===== config.mk =====
export PLATFORM = sky130hd
export DESIGN_NAME = sleep_state_ctrl
export DESIGN_NICKNAME = d
export VERILOG_FILES = /design/src/rtl/sleep_pkg.sv /design/src/rtl/sleep_sync.sv /design/src/rtl/sleep_wake_edge.sv /design/src/rtl/sleep_fsm.sv /design/src/rtl/sleep_state_ctrl.sv
export SDC_FILE = /design/constraint.sdc
export NUM_CORES = 1
export LEC_CHECK = 0
export BUFFER_PORTS_ARGS = -buffer_cell sky130_fd_sc_hd__buf_2
export CAP_MARGIN = 20
export CELL_PAD_IN_SITES_DETAIL_PLACEMENT = 0
export CELL_PAD_IN_SITES_GLOBAL_PLACEMENT = 1
export CORE_MARGIN = 4
export CORE_UTILIZATION = 35
export CTS_CLUSTER_SIZE = 40
export DETAILED_ROUTE_END_ITERATION = 8
export PLACE_DENSITY = 0.65
export SETUP_SLACK_MARGIN = 0.5
export SLEW_MARGIN = 20
export SYNTH_ARGS = -nofsm -noshare
export SYNTH_HDL_FRONTEND = slang
export SYNTH_SLANG_ARGS = --single-unit

===== constraint.sdc =====
create_clock -name clk -period 1 [get_ports clk]
set_input_delay 0.2 -clock clk [delete_from_list [all_inputs] [get_ports clk]]
set_output_delay 0.2 -clock clk [all_outputs]
set_load 0.02 [all_outputs]

===== src/rtl/sleep_pkg.sv =====
package sleep_pkg;
  localparam int unsigned NUM_WAKE    = 4;
  localparam int unsigned SYNC_STAGES = 2;
  // Wake vector order: ring, alarm, hotkey, cover
  localparam int unsigned WK_RING   = 0;
  localparam int unsigned WK_ALARM  = 1;
  localparam int unsigned WK_HOTKEY = 2;
  localparam int unsigned WK_COVER  = 3;
  localparam logic [NUM_WAKE-1:0] WAKE_ACT_LOW = 4'b0100;
  typedef logic [NUM_WAKE-1:0] wake_vec_t;
endpackage


===== src/rtl/sleep_sync.sv =====
module sleep_sync #(
  parameter int unsigned W      = 1,
  parameter int unsigned STAGES = 2
) (
  input  logic         clk,
  input  logic         rst_n,
  input  logic [W-1:0] d_in,
  output logic [W-1:0] q_out
);
  logic [W-1:0] chain [STAGES];

  genvar s;
  generate
    for (s = 0; s < STAGES; s++) begin : g_stage
      always_ff @(posedge clk or negedge rst_n) begin
        if (!rst_n) chain[s] <= '0;
        else if (s == 0) chain[s] <= d_in;
        else chain[s] <= chain[(s == 0) ? 0 : s-1];
      end
    end
  endgenerate

  assign q_out = chain[STAGES-1];
endmodule


===== src/rtl/sleep_wake_edge.sv =====
module sleep_wake_edge #(
  parameter int unsigned W = 4
) (
  input  logic         clk,
  input  logic         rst_n,
  input  logic [W-1:0] lvl,
  output logic [W-1:0] evt
);
  logic [W-1:0] lvl_d;

  always_ff @(posedge clk or negedge rst_n) begin
    if (!rst_n) lvl_d <= '0;
    else        lvl_d <= lvl;
  end

  assign evt = lvl & ~lvl_d;

  // an event never repeats on consecutive cycles for the same source
  assert_single_pulse_R6: assert property (@(posedge clk) disable iff (!rst_n)
    (evt != '0) |=> ((evt & $past(evt)) == '0));
endmodule


===== src/rtl/sleep_fsm.sv =====
module sleep_fsm #(
  parameter int unsigned NW = 4
) (
  input  logic          clk,
  input  logic          rst_n,
  input  logic          cmd_wr,
  input  logic          trig_en,
  input  logic          pos_lvl,
  input  logic [NW-1:0] wake_evt,
  output logic          sleep_q
);
  logic armed_q;
  logic wake_any, trig_req, enter, wake_hit;

  assign wake_any = |wake_evt;
  assign trig_req = trig_en & pos_lvl & armed_q;
  assign enter    = cmd_wr | trig_req;
  assign wake_hit = sleep_q & wake_any;

  always_ff @(posedge clk or negedge rst_n) begin
    if (!rst_n) begin
      sleep_q <= 1'b0;
      armed_q <= 1'b1;
    end else begin
      if (wake_hit)   sleep_q <= 1'b0;
      else if (enter) sleep_q <= 1'b1;
      if (wake_hit)      armed_q <= 1'b0;
      else if (!pos_lvl) armed_q <= 1'b1;
    end
  end

  assert_cmd_sets_R2: assert property (@(posedge clk) disable iff (!rst_n)
    (cmd_wr && !wake_any) |=> sleep_q);
  assert_wake_clears_R5: assert property (@(posedge clk) disable iff (!rst_n)
    (sleep_q && wake_any) |=> !sleep_q);
  assert_wake_wins_R8: assert property (@(posedge clk) disable iff (!rst_n)
    (sleep_q && wake_any && cmd_wr) |=> !sleep_q);
  assert_rise_cause_R3: assert property (@(posedge clk) disable iff (!rst_n)
    $rose(sleep_q) |-> $past(cmd_wr || (trig_en && pos_lvl)));
  assert_fall_cause_R7: assert property (@(posedge clk) disable iff (!rst_n)
    $fell(sleep_q) |-> $past(wake_any));
  assert_no_retrigger_R9: assert property (@(posedge clk) disable iff (!rst_n)
    (sleep_q && wake_any) ##1 (pos_lvl && !cmd_wr) |=> !sleep_q);
endmodule


===== src/rtl/sleep_state_ctrl.sv =====
module sleep_state_ctrl
  import sleep_pkg::*;
(
  input  logic clk,
  input  logic rst_n,
  input  logic cmd_wr,
  input  logic trig_en,
  input  logic pos_in,
  input  logic ring_in,
  input  logic alarm_in,
  input  logic hotkey_n,
  input  logic cover_in,
  output logic sleep_out
);
  localparam int unsigned NSYNC = NUM_WAKE + 1;

  wake_vec_t        wake_raw, wake_act, wake_evt;
  logic [NSYNC-1:0] sync_in, sync_out;

  assign wake_raw[WK_RING]   = ring_in;
  assign wake_raw[WK_ALARM]  = alarm_in;
  assign wake_raw[WK_HOTKEY] = hotkey_n;
  assign wake_raw[WK_COVER]  = cover_in;

  genvar i;
  generate
    for (i = 0; i < NUM_WAKE; i++) begin : g_pol
      if (WAKE_ACT_LOW[i]) begin : g_low
        assign wake_act[i] = ~wake_raw[i];
      end else begin : g_high
        assign wake_act[i] = wake_raw[i];
      end
    end
  endgenerate

  assign sync_in = {pos_in, wake_act};

  sleep_sync #(.W(NSYNC), .STAGES(SYNC_STAGES)) u_sync (
    .clk(clk), .rst_n(rst_n), .d_in(sync_in), .q_out(sync_out)
  );

  sleep_wake_edge #(.W(NUM_WAKE)) u_edge (
    .clk(clk), .rst_n(rst_n), .lvl(sync_out[NUM_WAKE-1:0]), .evt(wake_evt)
  );

  sleep_fsm #(.NW(NUM_WAKE)) u_fsm (
    .clk(clk), .rst_n(rst_n), .cmd_wr(cmd_wr), .trig_en(trig_en),
    .pos_lvl(sync_out[NUM_WAKE]), .wake_evt(wake_evt), .sleep_q(sleep_out)
  );
endmodule


Yosys cells after proc, flatten, opt, wreduce, memory -nomap -nowiden
Cells that the tools add are included.
{"block": "word_totals", "reg_bits": 16, "in_bits": 9, "out_inout_bits": 1, "wordCells": 19}
{"block": "classes", "eq_ne": 1, "muxes": 4, "bitwise_logic": 7, "reduce_logical": 2}
{"operator": "4-bit AND", "count": 1}
{"operator": "1-bit two-way mux", "count": 4}
{"operator": "4-bit inverter", "count": 1}
{"operator": "4-bit OR reduction", "count": 1}
{"operator": "1-bit AND", "count": 3}
{"operator": "2-bit by 1-bit != test with 1-bit output, second input constant", "count": 1}
{"operator": "2-bit nonzero test", "count": 1}
{"operator": "1-bit inverter", "count": 1}
{"operator": "1-bit bitwise OR", "count": 1}

Logic depth before layout (Yosys ltp)
Gate-level depths: netlist of the first run.
{"block": "depth", "word_depth": 5, "depth_mapped": 3, "ltp_nobuf": 3}

Modules after synthesis
From an unflattened synthesis of the first run, not the netlist that was laid out.
{"block": "unflattened", "hier_cells": 31, "area_unflattened_um2": 534.3}
{"module": "sleep_sync", "n_inst": 1, "cells_per_inst": 15, "area_each_um2": 287.8, "seq_area_each_um2": 250.2}
{"module": "sleep_wake_edge", "n_inst": 1, "cells_per_inst": 8, "area_each_um2": 155.1, "seq_area_each_um2": 100.1}
{"module": "sleep_fsm", "n_inst": 1, "cells_per_inst": 7, "area_each_um2": 87.6, "seq_area_each_um2": 51.3}
{"module": "sleep_state_ctrl", "n_inst": 1, "cells_per_inst": 1, "area_each_um2": 3.8, "seq_area_each_um2": 0.0}

Worst setup path before layout of the first run
OpenSTA, ideal clock, no wires.
{"block": "synth_timing", "kind": "register to register", "from": "register u_sync.chain, in the netlist u_sync.q_out[0]", "to": "register u_fsm.armed_q", "arrival_ps": 991, "required_ps": 927, "path_slack_ps": -64, "path_stages_with_launch": 4, "period_less_slack_ps": 1064, "cell_sequence": "dfrtp_1 nor2b_1 o41a_1 a21oi_1"}
{"block": "synth_between", "elab_chain_len": 4, "elab_cells_between_ends": 5, "cone_classes": "eq/ne (1); mux (1); bitwise (2); reduce/logical (1)"}
{"element": "start: declaration", "line": "sleep_sync.sv:10", "rtl": "logic [W-1:0] chain [STAGES];"}
{"element": "start signal: indexed assignment", "line": "sleep_sync.sv:17", "rtl": "else if (s == 0) chain[s] <= d_in;"}
{"element": "start signal: indexed assignment", "line": "sleep_sync.sv:18", "rtl": "else chain[s] <= chain[(s == 0) ? 0 : s-1];"}
{"element": "4-bit AND (*)", "line": "sleep_wake_edge.sv:16", "rtl": "assign evt = lvl & ~lvl_d;"}
{"element": "4-bit OR reduction (*)", "line": "sleep_fsm.sv:15", "rtl": "assign wake_any = |wake_evt;"}
{"element": "1-bit AND (*)", "line": "sleep_fsm.sv:18", "rtl": "assign wake_hit = sleep_q & wake_any;"}
{"element": "2-bit by 1-bit != test with 1-bit output (no source line) / 1-bit two-way mux (equally long branches)"}
{"element": "end signal: assignment", "line": "sleep_fsm.sv:23", "rtl": "armed_q <= 1'b1;"}
{"element": "end signal: assignment", "line": "sleep_fsm.sv:27", "rtl": "if (wake_hit) armed_q <= 1'b0;"}
{"element": "end signal: assignment", "line": "sleep_fsm.sv:28", "rtl": "else if (!pos_lvl) armed_q <= 1'b1;"}
{"element": "end: declaration", "line": "sleep_fsm.sv:12", "rtl": "logic armed_q;"}
Mark *: on every way between the ends. The rest lies on a longest branch, timed or not.
A chain may end at the register's enable or synchronous reset.

Final worst setup path of the first run
{"block": "layout_timing", "from": "register u_sync.chain, in the netlist u_sync.q_out[3]", "to": "register u_fsm.armed_q"}
The elaborated chain is that of the path after synthesis.

==> results of run 1 <==
[worst max-delay path, cell delays in order, from the launching register on]
cell     delay (ns)
dfrtp_1        0.38
nor2b_4        0.12
o41a_1         0.42
a21oi_1        0.12
[through the flow]
stage               instance area (um2)  hold WS [ns]  setup WS (ns)  TNS, ns  utilization (%)
floorplan                           464       -0.0956        -0.0636  -0.0966                -
global placement                    527         0.110        -0.0745   -0.120             45.0
detailed placement                  527         0.117         -0.107   -0.208             45.0
CTS                                 589        -0.189         -0.117   -0.253             50.3
global route                        597        -0.187         -0.147   -0.346             51.0
finish                              597        -0.189         -0.111   -0.236             51.0
[cells in the final DEF (no fill, tap or decap), drive strengths merged]
master	netlist	layout
a21oi	1	1
a311oi	1	1
buf	0	12
clkbuf	0	4
dfrtp	15	15
dfstp	1	1
inv	2	2
nor2	1	1
nor2b	4	4
o41a	1	1
[cell families after synthesis]
group	share of synthesized area, %
compound gates	5.40
buf+inv	1.62
flops	86.8
simple gates	6.21
[layer usage]
metal  part of all wire, %  up-vias
li1                      -      116
met1                    40      109
met2                    50       10
met3                   9.6        0
met4                     0        0
met5                     0        -
[flip-flops by register name (all words and copies together), names as in the netlist]
signal         flops
u_sync.chain       5
u_edge.lvl_d       4
u_fsm.sleep_q      1
u_sync.q_out       5
u_fsm.armed_q      1
[where the power goes]
| part | switching, W | internal [W] | leakage, nW |
|---|---|---|---|
| Combinational | 0.0000689 | 0.0000887 | 0.0870 |
| Clock | 0.000169 | 0.000154 | 0.0150 |
| Sequential | 0.0000295 | 0.000715 | 0.184 |
| Total | 0.000267 | 0.000958 | 0.286 |
[final timing paths]
| check | end | cells after the start | from | slack [ns] |
|---|---|---|---|---|
| worst max-delay path | u_fsm.armed_q | 3 | u_sync.q_out[3] | -0.11 |
| worst min-delay path | u_edge.lvl_d[0] | 1 | rst_n | -0.19 |
| worst max register to register | u_fsm.armed_q | 3 | u_sync.q_out[3] | -0.11 |
| worst min register to register | u_sync.q_out[4] | 0 | u_sync.chain[9] | 0.35 |
| max in group asynchronous | u_fsm.armed_q | 1 | rst_n | 0.90 |
| min in group clk | u_sync.chain[6] | 1 | alarm_in | 0.03 |
[layout make-up]
type                       count  area (um2)
fill                         104         574
sequential                    16         403
timing repair buffer          12        73.8
multi-input combinational      8        68.8
clock buffer                   4        26.3
tap                           14        17.5
inverter                       2        7.51
[timing repair]
action                                  in CTS  in global routing
buffers inserted                             2                  1
gates resized for setup                      6                  0
hold endpoints to repair                    15                 15
endpoints found under the setup margin       3                  8
pin swaps                                    1                  1
==> results_dict.tcl, run 1 <==
set metrics [dict create \
    power.density_mw_per_mm2 2050 \
    numPlacedInstances 49 \
    tightest_slew_ns 0.322 \
    num_antenna_cells 0 \
    rsz0062_at_grt "yes" \
    relSlewSlack_pct 78.5 \
    synth_flop_cell "dfrtp_1" \
    grt_overflow 0 \
    fin_ws_ns -0.111 \
    cts_root_buf "clkbuf_4" \
    hold_path_class "input port to async pin" \
    synth_area_um2 463 \
    path_class "flop to flop" \
    final_nets 52 \
    max_freq_mhz 900 \
    clock_latency_ns 0.27 \
    cts.htree.levels 1 \
    cts_tree "built" \
    use_met3_pct 3.66 \
    outcome "finished with violations" \
    place.gp.congestion 0.621 \
    finalHoldViolations 15 \
    period_minus_slack_ns 1.11 \
    grtUsageMet1_pct 9.97 \
    syn_area_per_cell_um2 17.8 \
    synth_top_area_share_pct 81.1 \
    drt-total-wl_um 591 \
    synth.most_common_cell "dfrtp_1" \
    max_cap_viol_count 0 \
    p_total_w 0.00123 \
    synth-async-reset-ratio_pct 100 \
    drc 0 \
    holdWs_ns -0.189 \
    fp.coreArea_mm2 0.00117 \
    areaGrowthSynthToFinish_pct 28.9 \
    clock-sinks 16 \
    dr.pass1.iters 1 \
    setup_viol 3 \
    synth.top_cells.by_count "15 x dfrtp_1, 4 x nor2b_1, 2 x inv_1" \
    yosys_warnings 0 \
    yosys.area.top_type "dfrtp_1" \
    required_ns 1.20 \
    setup.worst_path.end_class "flop" \
    netlist_top_cells_area "dfrtp_1 81%, dfstp_2 5.7%, nor2b_1 5.4%, o41a_1 2.4%, a311oi_1 1.9%" \
    start_util_pct 39.5 \
    numCtsBuffers 3 \
    clock_skew_ns 0.00560 \
    grt_max_degree 17 \
    die_w_um 44.4 \
    drive_above_1_share_pct 45.2 \
    grt_pass1_vias 255 \
    dieHeight_um 44.4 \
    stdcell_count 56 \
    synth_edf_count 0 \
    syn_nets 35 \
    post-route-period-util_pct 111 \
    ir_drop_mv 1.13 \
    worstPathMaxFanout 2 \
    num_rows 12 \
    postRouteAntennaNets 0 \
    wire_per_inst_um 10.6 \
    ys_seq_elements 16 \
    port_buffers 9 \
    syn_inst 26 \
    path_clk_slew_ns 0.08 \
    top_usage_layer "met2" \
    violations "hold timing, setup timing" \
    grt_use_met2_pct 11.3 \
    grt_usage_pct 8.36 \
    drt_iter0_markers 0 \
    drv_slew 0 \
    ys_seq_area_share_pct 86.8 \
    cts_buffer_depth 2 \
    power.leakage_nw 0.286 \
    viasPerCell 4.20 \
    die-area_mm2 0.00197 \
    grt_pass1_wl_um 1090 \
    dpl.hpwl_um 462 \
    antenna_found_initial 0 \
    crit_arrival_ns 1.31 \
    crit_path_start_kind "flop" \
    synth_cell_types 8 \
    ioPinCount 10 \
    route.vias.total 235 \
]
No activity file was read; power rests on OpenSTA's default activity.
==> run 2: changes to the inputs <==
CORE_UTILIZATION = 37   (was 35)
PLACE_DENSITY = 0.67   (was 0.65)
SYNTH_HIERARCHICAL = 1   (was default)
==> results_dict.tcl, run 2 <==
set metrics [dict create \
    synth_compound_area_share_pct 5.39 \
    numPlacedInstances 50 \
    required_ns 1.20 \
    cts_setup_buffers 0 \
    final_nets 49 \
    fin_area_um2 597 \
    grt_pass1_wl_um 1190 \
    synth_fa_ha_area_share_pct 0 \
    die_w_um 46 \
    cts.htree.levels 1 \
    drive_above_1_share_pct 51.3 \
    cts_tree "built" \
    synth.most_common_cell "dfrtp_1" \
    num_rows 13 \
    relSlewSlack_pct 77.9 \
    synth.top_cells.by_count "15 x dfrtp_1, 5 x buf_4, 4 x nor2b_4, 2 x inv_1" \
    period_minus_slack_ns 1.16 \
    worst-r2r-setup-slack_ns -0.16 \
    pre_cts_slack_ns -0.163 \
    clock_latency_ns 0.27 \
    final.setup.tns_ns -0.346 \
    viasPerCell 4.19 \
    port_buffers 9 \
    setup_viol 3 \
    p_clk_share_pct 26.3 \
    ir_drop_mv 0.819 \
    rsz0062_at_grt "yes" \
    power_frac_comb_pct 12.2 \
    dr.pass1.iters 1 \
    max_cap_viol_count 0 \
    syn_area_per_cell_um2 17.2 \
    yosys.area.top_type "dfrtp_1" \
    post_dp_cell_area_um2 562 \
    ys_seq_area_share_pct 75.2 \
    synth_area_um2 534 \
    synth_xor_area_share_pct 0 \
    synth_edf_count 0 \
    setup.worst_path.end_class "flop" \
    grt_pass1_vias 260 \
    power_frac_seq_pct 61.5 \
    dieHeight_um 46 \
    synthMuxAreaShare_pct 0 \
    cts_root_buf "clkbuf_4" \
    synth_top_area_share_pct 70.3 \
    synth-async-reset-ratio_pct 100 \
    post-route-period-util_pct 116 \
    drc 0 \
    final_cell_mix "14 x dfrtp_1, 8 x buf_2, 4 x nor2b_4" \
    power.leakage_nw 0.283 \
    areaGrowthSynthToFinish_pct 11.7 \
    finalHoldViolations 15 \
    fp.coreArea_mm2 0.00133 \
    max_freq_mhz 863 \
    crit_path_start_kind "flop" \
    netlist_top_cells_area "dfrtp_1 70%, nor2b_4 10%, buf_4 7.0%, dfstp_2 4.9%, o41a_1 2.1%" \
    die-area_mm2 0.00212 \
    holdWs_ns -0.185 \
    num_antenna_cells 0 \
    route.vias.total 226 \
    synth_top_family_by_area "simple AND/OR/NAND/NOR gates" \
    synth_flop_cell "dfrtp_1" \
    start_util_pct 40.1 \
    switchingPower_w 0.000281 \
    synth_cell_types 9 \
    stdcell_count 54 \
    cts_buffer_depth 2 \
    yosys_warnings 6 \
    grt_usage_pct 8.58 \
    fin_ws_ns -0.159 \
    yosys.area_share.simple_pct 11.0 \
    power.density_mw_per_mm2 2060 \
    worstPathMaxFanout 2 \
    crit_arrival_ns 1.35 \
    wire_per_inst_um 12.6 \
    clock_skew_ns 0.00384 \
    path_clk_slew_ns 0.08 \
    grt_max_degree 17 \
    ioPinCount 10 \
    drv_slew 0 \
    syn_inst 31 \
    antenna_found_initial 0 \
    path_class "flop to flop" \
    final_common_cell "dfrtp_1" \
    outcome "finished with violations" \
    hold_path_class "input port to async pin" \
    grt_overflow 0 \
    power_switching_share_pct 22.9 \
    postRouteAntennaNets 0 \
    violations "hold timing, setup timing" \
    clock-sinks 16 \
    syn_nets 40 \
    intPower_w 0.000947 \
    ys_seq_elements 16 \
    tightest_slew_ns 0.331 \
    numCtsBuffers 3 \
    drt-total-wl_um 680 \
    place.gp.congestion 0.738 \
    drt_iter0_markers 0 \
]
[run 2: final timing paths]
| path | cells after the start | to | start |
|---|---|---|---|
| max | 3 | u_fsm/sleep_q | u_sync/q_out[1] |
| min | 1 | u_sync/chain[9] | rst_n |
| max reg2reg | 3 | u_fsm/sleep_q | u_sync/q_out[1] |
| min reg2reg | 0 | u_sync/q_out[0] | u_sync/chain[5] |
| max in group asynchronous | 1 | u_fsm/armed_q | rst_n |
| min in group clk | 1 | u_sync/chain[6] | alarm_in |
[run 2: repair_timing]
item,CTS,global route
pin swaps,0,0
gates resized for setup,3,0
endpoints found under the setup margin,6,6
hold endpoints to repair,15,15
[run 2: layer usage]
layer	vias up	share of wire, %	global-route usage, %	wire length [um]
li1	109	-	-	-
met1	108	44	10.6	299
met2	9	50	12.1	338
met3	0	6.2	2.37	42
met4	0	0	7.39	0
met5	-	0	0	0
[run 2: logic make-up (layout without fill, tap and decap cells)]
group | after synthesis | in the layout
flip-flops | 16 | 16
buffers and inverters | 7 | 15
AO/OA/AOI/OAI | 3 | 3
AND/OR/NAND/NOR | 5 | 5
[run 2: layout make-up]
class	instances	area, um2
flip-flops and latches	16	403
repair buffers	9	51.3
fillers	128	737
inverters	2	7.51
clock buffers	4	26.3
well taps	15	18.8
multi-input cells	8	90.1
[run 2: worst max-delay path, stage by stage, from the launching register on]
cell and delay (ns):
dfrtp_1 0.39, nor2b_4 0.13, o41a_1 0.45, nor2_2 0.12
[run 2: power by group through the flow]
stage | Clock (W) | Combinational, W | Sequential (W)
after floorplan | 0 | 0.0000737 | 0.000771
after global placement | 0 | 0.000119 | 0.000757
after detailed placement | 0 | 0.000129 | 0.000765
after CTS | 0.000347 | 0.000153 | 0.000757
after global routing | 0.000374 | 0.000169 | 0.000765
final | 0.000323 | 0.000150 | 0.000755
[run 2: stage by stage]
step / utilization, % / power, W
5_1_grt: 44.7 / 0.00131
3_5_place_dp: 42.1 / 0.000895
3_3_place_gp: 42.1 / 0.000877
2_1_floorplan: - / 0.000845
4_1_cts: 44.7 / 0.00126
6_report: 44.7 / 0.00123
